==> config.mk <==
export PLATFORM = sky130hd
export DESIGN_NAME = reload_timer
export DESIGN_NICKNAME = d
export VERILOG_FILES = /design/src/rtl/rtimer_pkg.sv /design/src/rtl/rtimer_regs.sv /design/src/rtl/rtimer_count.sv /design/src/rtl/rtimer_flag.sv /design/src/rtl/reload_timer.sv
export SDC_FILE = /design/constraint.sdc
export NUM_CORES = 1
export LEC_CHECK = 0
export ABC_AREA = 1
export CAP_MARGIN = 0
export CORE_ASPECT_RATIO = 0.9
export CORE_UTILIZATION = 58
export CTS_CLUSTER_DIAMETER = 80
export DETAILED_ROUTE_END_ITERATION = 16
export PLACE_DENSITY = 0.83
export SYNTH_ARGS = -nofsm -noshare
export SYNTH_HDL_FRONTEND = slang
export SYNTH_HIERARCHICAL = 1
export SYNTH_SLANG_ARGS = --single-unit
==> constraint.sdc <==
create_clock -name clk -period 2.3 [get_ports clk]
set_input_delay 0.46 -clock clk [delete_from_list [all_inputs] [get_ports clk]]
set_output_delay 0.46 -clock clk [all_outputs]
set_load 0.02 [all_outputs]
==> src/rtl/rtimer_pkg.sv <==
package rtimer_pkg;

    localparam int DATA_W = 8;
    localparam int ADDR_W = 4;

    localparam logic [ADDR_W-1:0] OFS_CNT_LO = 4'd4;
    localparam logic [ADDR_W-1:0] OFS_CNT_HI = 4'd5;
    localparam logic [ADDR_W-1:0] OFS_LAT_LO = 4'd6;
    localparam logic [ADDR_W-1:0] OFS_LAT_HI = 4'd7;
    localparam logic [ADDR_W-1:0] OFS_CTRL   = 4'd11;

    localparam int MODE_BIT = 6;

    typedef enum logic {
        MODE_ONESHOT = 1'b0,
        MODE_FREERUN = 1'b1
    } run_mode_e;

    typedef struct packed {
        logic lo_wr;
        logic hi_wr;
        logic load;
        logic ctrl_wr;
    } wr_dec_t;

    function automatic wr_dec_t decode_wr(input logic wr, input logic [ADDR_W-1:0] a);
        wr_dec_t d;
        d.lo_wr   = wr && ((a == OFS_CNT_LO) || (a == OFS_LAT_LO));
        d.hi_wr   = wr && ((a == OFS_CNT_HI) || (a == OFS_LAT_HI));
        d.load    = wr && (a == OFS_CNT_HI);
        d.ctrl_wr = wr && (a == OFS_CTRL);
        return d;
    endfunction

endpackage

==> src/rtl/rtimer_regs.sv <==
module rtimer_regs
    import rtimer_pkg::*;
#(
    parameter int DW = DATA_W,
    localparam int CW = 2 * DW
) (
    input  logic              clk,
    input  logic              rst,
    input  logic              wr,
    input  logic [ADDR_W-1:0] addr,
    input  logic [DW-1:0]     wdata,
    output logic [CW-1:0]     latch,
    output run_mode_e         mode,
    output logic              load_en,
    output logic [CW-1:0]     load_val,
    output logic              wr_clr
);

    logic [DW-1:0] lat_lo_q;
    logic [DW-1:0] lat_hi_q;
    wr_dec_t       dec;

    assign dec      = decode_wr(wr, addr);
    assign latch    = {lat_hi_q, lat_lo_q};
    assign load_en  = dec.load;
    assign load_val = {wdata, lat_lo_q};
    assign wr_clr   = dec.hi_wr;

    always_ff @(posedge clk) begin
        if (rst) begin
            lat_lo_q <= '0;
            lat_hi_q <= '0;
            mode     <= MODE_ONESHOT;
        end else begin
            if (dec.lo_wr)   lat_lo_q <= wdata;
            if (dec.hi_wr)   lat_hi_q <= wdata;
            if (dec.ctrl_wr) mode     <= run_mode_e'(wdata[MODE_BIT]);
        end
    end

    p_lo_keeps_hi_r2: assert property (@(posedge clk) disable iff (rst)
        (wr && (addr == OFS_LAT_LO || addr == OFS_CNT_LO))
        |=> (latch[CW-1:DW] == $past(latch[CW-1:DW])));

    p_hi_keeps_lo_r3: assert property (@(posedge clk) disable iff (rst)
        (wr && addr == OFS_LAT_HI) |=> (latch[DW-1:0] == $past(latch[DW-1:0])));

endmodule

==> src/rtl/rtimer_count.sv <==
module rtimer_count
    import rtimer_pkg::*;
#(
    parameter int CW = 2 * DATA_W
) (
    input  logic          clk,
    input  logic          rst,
    input  logic          tick,
    input  logic          load_en,
    input  logic [CW-1:0] load_val,
    input  logic [CW-1:0] latch,
    input  run_mode_e     mode,
    output logic [CW-1:0] count,
    output logic          pend_set
);

    logic armed_q;
    logic expire;

    assign expire = tick && !load_en && (count <= CW'(1));

    always_ff @(posedge clk) begin
        if (rst) begin
            count    <= '0;
            armed_q  <= 1'b0;
            pend_set <= 1'b0;
        end else begin
            pend_set <= 1'b0;
            if (load_en) begin
                count   <= load_val;
                armed_q <= 1'b1;
            end else if (expire) begin
                if (mode == MODE_FREERUN) begin
                    count    <= latch;
                    pend_set <= 1'b1;
                end else begin
                    count    <= count - CW'(1);
                    pend_set <= armed_q;
                    armed_q  <= 1'b0;
                end
            end else if (tick) begin
                count <= count - CW'(1);
            end
        end
    end

    p_hold_r6: assert property (@(posedge clk) disable iff (rst)
        (!tick && !load_en) |=> (count == $past(count)));

    p_dec_r6: assert property (@(posedge clk) disable iff (rst)
        (tick && !load_en && count > CW'(1)) |=> (count == $past(count) - CW'(1)));

    p_reload_r7: assert property (@(posedge clk) disable iff (rst)
        (expire && mode == MODE_FREERUN) |=> (count == $past(latch)));

    p_load_r4: assert property (@(posedge clk) disable iff (rst)
        load_en |=> (count == $past(load_val)));

    p_oneshot_once_r9: assert property (@(posedge clk) disable iff (rst)
        (expire && mode == MODE_ONESHOT) |=> ##1 !(expire && mode == MODE_ONESHOT && pend_set && $past(pend_set, 1)));

endmodule

==> src/rtl/rtimer_flag.sv <==
module rtimer_flag (
    input  logic clk,
    input  logic rst,
    input  logic pend_set,
    input  logic clr,
    output logic flag
);

    always_ff @(posedge clk) begin
        if (rst)           flag <= 1'b0;
        else if (pend_set) flag <= 1'b1;
        else if (clr)      flag <= 1'b0;
    end

    p_set_wins_r10: assert property (@(posedge clk) disable iff (rst)
        pend_set |=> flag);

    p_clear_r10: assert property (@(posedge clk) disable iff (rst)
        (clr && !pend_set) |=> !flag);

    p_flag_sticky_r8: assert property (@(posedge clk) disable iff (rst)
        (flag && !clr) |=> flag);

endmodule

==> src/rtl/reload_timer.sv <==
module reload_timer
    import rtimer_pkg::*;
#(
    parameter int DW = DATA_W,
    localparam int CW = 2 * DW
) (
    input  logic              clk,
    input  logic              rst,
    input  logic              tick_en,
    input  logic              bus_wr,
    input  logic [ADDR_W-1:0] bus_addr,
    input  logic [DW-1:0]     bus_wdata,
    output logic [DW-1:0]     bus_rdata,
    input  logic              flag_clr,
    output logic              timer_flag
);

    logic [CW-1:0] latch;
    logic [CW-1:0] count;
    logic [CW-1:0] load_val;
    run_mode_e     mode;
    logic          load_en;
    logic          wr_clr;
    logic          pend_set;

    rtimer_regs #(.DW(DW)) regs_i (
        .clk      (clk),
        .rst      (rst),
        .wr       (bus_wr),
        .addr     (bus_addr),
        .wdata    (bus_wdata),
        .latch    (latch),
        .mode     (mode),
        .load_en  (load_en),
        .load_val (load_val),
        .wr_clr   (wr_clr)
    );

    rtimer_count #(.CW(CW)) count_i (
        .clk      (clk),
        .rst      (rst),
        .tick     (tick_en),
        .load_en  (load_en),
        .load_val (load_val),
        .latch    (latch),
        .mode     (mode),
        .count    (count),
        .pend_set (pend_set)
    );

    rtimer_flag flag_i (
        .clk      (clk),
        .rst      (rst),
        .pend_set (pend_set),
        .clr      (wr_clr | flag_clr),
        .flag     (timer_flag)
    );

    always_comb begin
        bus_rdata = '0;
        case (bus_addr)
            OFS_CNT_LO: bus_rdata = count[DW-1:0];
            OFS_CNT_HI: bus_rdata = count[CW-1:DW];
            OFS_LAT_LO: bus_rdata = latch[DW-1:0];
            OFS_LAT_HI: bus_rdata = latch[CW-1:DW];
            OFS_CTRL:   bus_rdata[MODE_BIT] = mode;
            default:    bus_rdata = '0;
        endcase
    end

    p_offset7_no_load_r3: assert property (@(posedge clk) disable iff (rst)
        (bus_wr && bus_addr == OFS_LAT_HI && !tick_en) |=> (count == $past(count)));

    p_wrclr_r3: assert property (@(posedge clk) disable iff (rst)
        (bus_wr && bus_addr == OFS_LAT_HI && !pend_set) |=> !timer_flag);

endmodule

# Word level (Yosys, flattened, before mapping)
# Index checks and enable logic that the tools add are counted.
dict set report totals {
  regBits 36
  in_bits 17
  out_inout_bits 9
  elab_cells 44
}
dict set report op_classes {
  addsub 1
  n_lt_le_gt_ge 1
  n_eq_ne 6
  muxes 13
  bitwise 2
  n_reduce_logical 14
}
# operator n
set op_table {}
lappend op_table {{2-to-1 mux 16 bit} 4}
lappend op_table {{one-hot mux 6 bit (4 select lines)} 1}
lappend op_table {{== test 4 x 3 -> 1 bit (second input constant)} 4}
lappend op_table {{less-or-equal comparator 16 x 1 -> 1 bit (second input constant)} 1}
lappend op_table {{subtractor 16 x 1 -> 16 bit (second input constant)} 1}
lappend op_table {{logical AND 1 bit} 6}
lappend op_table {{2-to-1 mux 1 bit} 6}
lappend op_table {{one-hot mux 1 bit (5 select lines)} 1}
lappend op_table {{== test 4 bit (second input constant)} 1}
lappend op_table {{one-hot mux 1 bit (4 select lines)} 1}
lappend op_table {{nonzero test 2 bit} 2}
lappend op_table {{nonzero test 3 bit} 1}
lappend op_table {{OR reduction 3 bit} 1}
lappend op_table {{logical OR 1 bit} 2}
lappend op_table {{!= test 2 x 1 -> 1 bit (second input constant)} 1}
lappend op_table {{AND reduction 2 bit} 1}
lappend op_table {{zero test 1 bit} 1}
lappend op_table {{NOT 1 bit} 1}
lappend op_table {{bitwise OR 1 bit} 1}

# Logic depth before layout (Yosys ltp)
# Gate-level depths: netlist of run 1.
dict set report depth {
  depth_word 7
  ltp_mapped 15
  depth_no_buf 12
}

# Modules after synthesis
# Netlist of run 1, hierarchy kept.
# mod instances cells_each area_each_um2 seq_area_each_um2
set by_module_without_submodules {}
lappend by_module_without_submodules {rtimer_count 1 223 1445.1 360.3}
lappend by_module_without_submodules {rtimer_regs 1 134 923.4 340.3}
lappend by_module_without_submodules {reload_timer 1 61 352.8 0.0}
lappend by_module_without_submodules {rtimer_flag 1 5 40.0 20.0}

# Worst setup path after synthesis of run 1
# No wires, ideal clock.
dict set report synth_path {
  path_type {input-to-reg}
  start {in bus_addr[3]}
  end {reg count_i.count[15]}
  setup_ps 135
  t_arrival_ps 1841
  required_ps 2165
  slack_ps 323
  cell_stages 13
  path_buffers 3
  cell_sequence {inv_1 -> nand4_4 -> buf_6 -> nor2_1 -> buf_6 -> nor2_8 -> nand2_2 -> nor2_4 -> nand3_4 -> buf_6 -> or2_1 -> nand3_1 -> a21oi_1}
}
dict set report synth_via {
  elab_chain_cells 7
  elab_cells_between_ends 8
  classes_between {eq/ne (1); mux (2); reduce/logical (5)}
}
# element line
set synth_lines {}
lappend synth_lines {{start, declared} reload_timer.sv:11} ;# input logic [ADDR_W-1:0] bus_addr,
lappend synth_lines {{== test 4 x 3 -> 1 bit (*)} rtimer_pkg.sv:30} ;# d.load = wr && (a == OFS_CNT_HI);
lappend synth_lines {{logical AND 1 bit (*)} rtimer_pkg.sv:30}
lappend synth_lines {{via load_en} reload_timer.sv:22} ;# logic load_en;
lappend synth_lines {{zero test 1 bit} rtimer_count.sv:20} ;# assign expire = tick && !load_en && (count <= CW'(1));
lappend synth_lines {{logical AND 1 bit (2 in series)} rtimer_count.sv:20}
lappend synth_lines {{2-to-1 mux 16 bit} rtimer_count.sv:32} ;# end else if (expire) begin
lappend synth_lines {{2-to-1 mux 16 bit} rtimer_count.sv:29} ;# if (load_en) begin
lappend synth_lines {{end signal, assigned} rtimer_count.sv:30} ;# count <= load_val;
lappend synth_lines {{end signal, assigned} rtimer_count.sv:34} ;# count <= latch;
lappend synth_lines {{end signal, assigned} rtimer_count.sv:37} ;# count <= count - CW'(1);
lappend synth_lines {{end, declared} rtimer_count.sv:13} ;# output logic [CW-1:0] count,
# The timed path passes the listed nets; every way through them passes the cells marked *.
# A chain may end at the register's enable or synchronous reset.

# Worst setup path after layout of run 1
dict set report layout_path {
  start {in bus_addr[0]}
  end {out bus_rdata[0]}
}
dict set report layout_via {
  elab_chain_cells 2
  elab_cells_between_ends 5
  classes_between {eq/ne (4); mux (1)}
}
# element line
set layout_lines {}
lappend layout_lines {{== test 4 x 3 -> 1 bit} reload_timer.sv:61} ;# case (bus_addr)
lappend layout_lines {{one-hot mux 6 bit (4 select lines) (*)} reload_timer.sv:61}
lappend layout_lines {{end, declared} reload_timer.sv:13} ;# output logic [DW-1:0] bus_rdata,
# Every way passes the cells marked *; elsewhere a longest branch is shown, timed or not.

==> results of run 1 <==
## layout make-up
type	instances	area [sq um]	share of cell area
multi-input combinational	304	1640	0.517
tap	62	77.6	0.0244
timing repair buffer	53	458	0.144
sequential	36	721	0.227
clock inverter	1	5.00	0.00158
clock buffer	6	72.6	0.0229
inverter	53	201	0.0634
## stage by stage
| stage | total power, mW | hold slack (ns) |
|---|---|---|
| after floorplan | 1.27 | 0.420 |
| final | 1.94 | 0.451 |
| after CTS | 1.92 | 0.448 |
| after detailed placement | 1.50 | 0.436 |
| after global placement | 1.48 | 0.438 |
| after global routing | 2.05 | 0.481 |
## metal layers
metal | vias to the layer above | track usage
li1 | 1436 | -
met1 | 1394 | 0.463
met2 | 176 | 0.592
met3 | 25 | 0.0612
met4 | 0 | 0.106
met5 | - | 0
## flip-flops by register name, summed over array words and instances, names as in the netlist
signal,count
regs_i/lat_hi_q,8
count_i/armed_q,1
regs_i/mode,1
regs_i/lat_lo_q,8
count_i/count,16
count_i/pend_set,1
flag_i/flag,1
## path summary, 6_finish.rpt
| path | from | slack [ns] | to |
|---|---|---|---|
| max | bus_addr[0] | 0.08 | bus_rdata[0] |
| min | count_i/pend_set | 0.45 | flag_i/flag |
| max reg2reg | count_i/count[0] | 0.38 | count_i/count[9] |
| min reg2reg | count_i/pend_set | 0.45 | flag_i/flag |
## worst max-delay path: stages
cell	delay [ns]
clkdlybuf4s50_1	0.50
buf_12	0.15
nand2_4	0.06
nor2_4	0.18
nand2_1	0.08
nand4_1	0.13
buf_2	0.18
## cells in the final DEF, fill, tap and decap left out, types with 8 or more instances in the layout
master,instances
nand4_1,31
nor2_4,9
inv_1,48
nor2_1,61
dfxtp_1,36
buf_2,8
or2_2,8
nand2_1,85
a21oi_1,16
buf_4,25
a22oi_1,14
nand3_1,45
clkdlybuf4s50_1,14
## timing repair
item,4_1_cts,5_1_grt
endpoints found under the setup margin,12,21
gates cloned,1,0
pin swaps,0,1
gates resized for setup,29,9
## power breakdown
group          switching (mW)  internal, mW  leakage, nW  total, mW
clock network           0.221         0.206       0.0410      0.427
registers              0.0870         0.673        0.294      0.760
logic                   0.470         0.284         1.12      0.755
total                   0.778          1.16         1.46       1.94
## cell families (layout without fill, tap and decap cells)
group	count (synthesis)	in the layout	synth area share
simple gates	259	260	0.475
buf+inv	84	113	0.155
compound gates	39	39	0.0902
flops	36	36	0.261
xor+xnor	3	3	0.00952
fa+ha+maj	2	2	0.00906
==> results.ini, run 1 <==
[floorplan]
die_x_microns = 74.7
dieArea_sq_um = 5040
rows = 23
start_util = 0.611
core_sq_um = 4520
io_pins = 26
chipHeight_microns = 67.5

[layout]
final_cell_area_sq_um = 3180
fillCellCount = 405
antennaDiodeCount = 0
drive_gt1_frac = 0.181
final_cells = 515
nets = 472
post-route-util = 0.703
syn_to_final_growth_pct = 15.0

[timing]
hold_violations = 0
timing.fmax_mhz = 450
skew_ns = 0.00413
timing.final.crit_share = 0.967
rsz0062_at_grt = no
period_needed_ns = 2.22
relSlewSlack = 0.674
tightestPinTransition_ns = 0.486
setup_violations = 0
finalWorstSetupSlack_ns = 0.0769
slew_violations = 0
tns_ns = 0

[logic_synthesis]
synth_edf_count = 0
synth_top_area_frac = 0.261
async_flop_share = 0
synth.ff_latch_count = 36
syn_inst = 423
synth_seq_area_share = 0.261
syn_area_sq_um = 2760
synth_area_leaders = dfxtp_1, nand2_1, nor2_1
yosysTopAreaCell = dfxtp_1
avgSynthCellArea_sq_um = 6.53
ys_types = 34
syn_nets = 442
synthTopCellsByCount = nand2_1, nor2_1, inv_1
ys.flop_type = dfxtp_1
yosysMostFrequentCell = nand2_1
yosysWarnings = 6

[grt]
grt_max_degree = 26
grt_overflow = 0
grt_pass1_wl_microns = 13300
antenna_found_initial = 0
grt_pass1_vias = 2797
grtUsageTotal = 0.354

[setup_path]
cp_max_fo = 7
crit_arrival_ns = 1.76
critical_path.startpoint_type = input port
endpoint_kind = output pin
ff2ff_path_depth = 10
critPathRequiredTime_ns = 1.84
crit_type = in -> out

[clock_tree]
tritoncts = done
cts_hold_buf = 0
cts.path.max_buffers = 2
cts_sinks = 36
cts_max_level = 2
clk_latency_ns = 0.29
path_clk_slew_ns = 0.07
root_buffer = clkbuf_8
cts_setup_buffers = 0
numCtsBuffers = 5

[pwr]
peakVddDrop_mv = 0.439
cellPowerDensity_nw_per_um2 = 611
leakage_nw = 1.46

[drt]
vias = 3031
routed_via_density = 5.89
dr_wl_met2_microns = 3840
routed.top_layer = met4
ant_nets = 0
firstDrtPassIters = 7
dr_wl_met3_microns = 701
drtIter0Drc = 401
drt-total-wl_microns = 8190
drc = 0
wl_per_cell_microns = 15.9
met1_length_microns = 3450

[place]
port_buffers = 25
dpl_worst_slack_ns = -0.396
dpl.cell_count = 507
placed_cell_area_sq_um = 3110
gp_congestion = 0.950
dp_hpwl_microns = 6070

[hold_path]
holdCritPathClass = reg -> reg
min_path_cells = 2

[job]
cap_violations = 0

[run_status]
status = finished clean

No activity file was read; power rests on OpenSTA's default activity.
==> inputs of run 2 (changes only) <==
ABC_CLOCK_PERIOD_IN_PS = 2300   (was default)
==> results of run 2 <==
The final DEF is identical to that of run 1; final timing and power are the same.
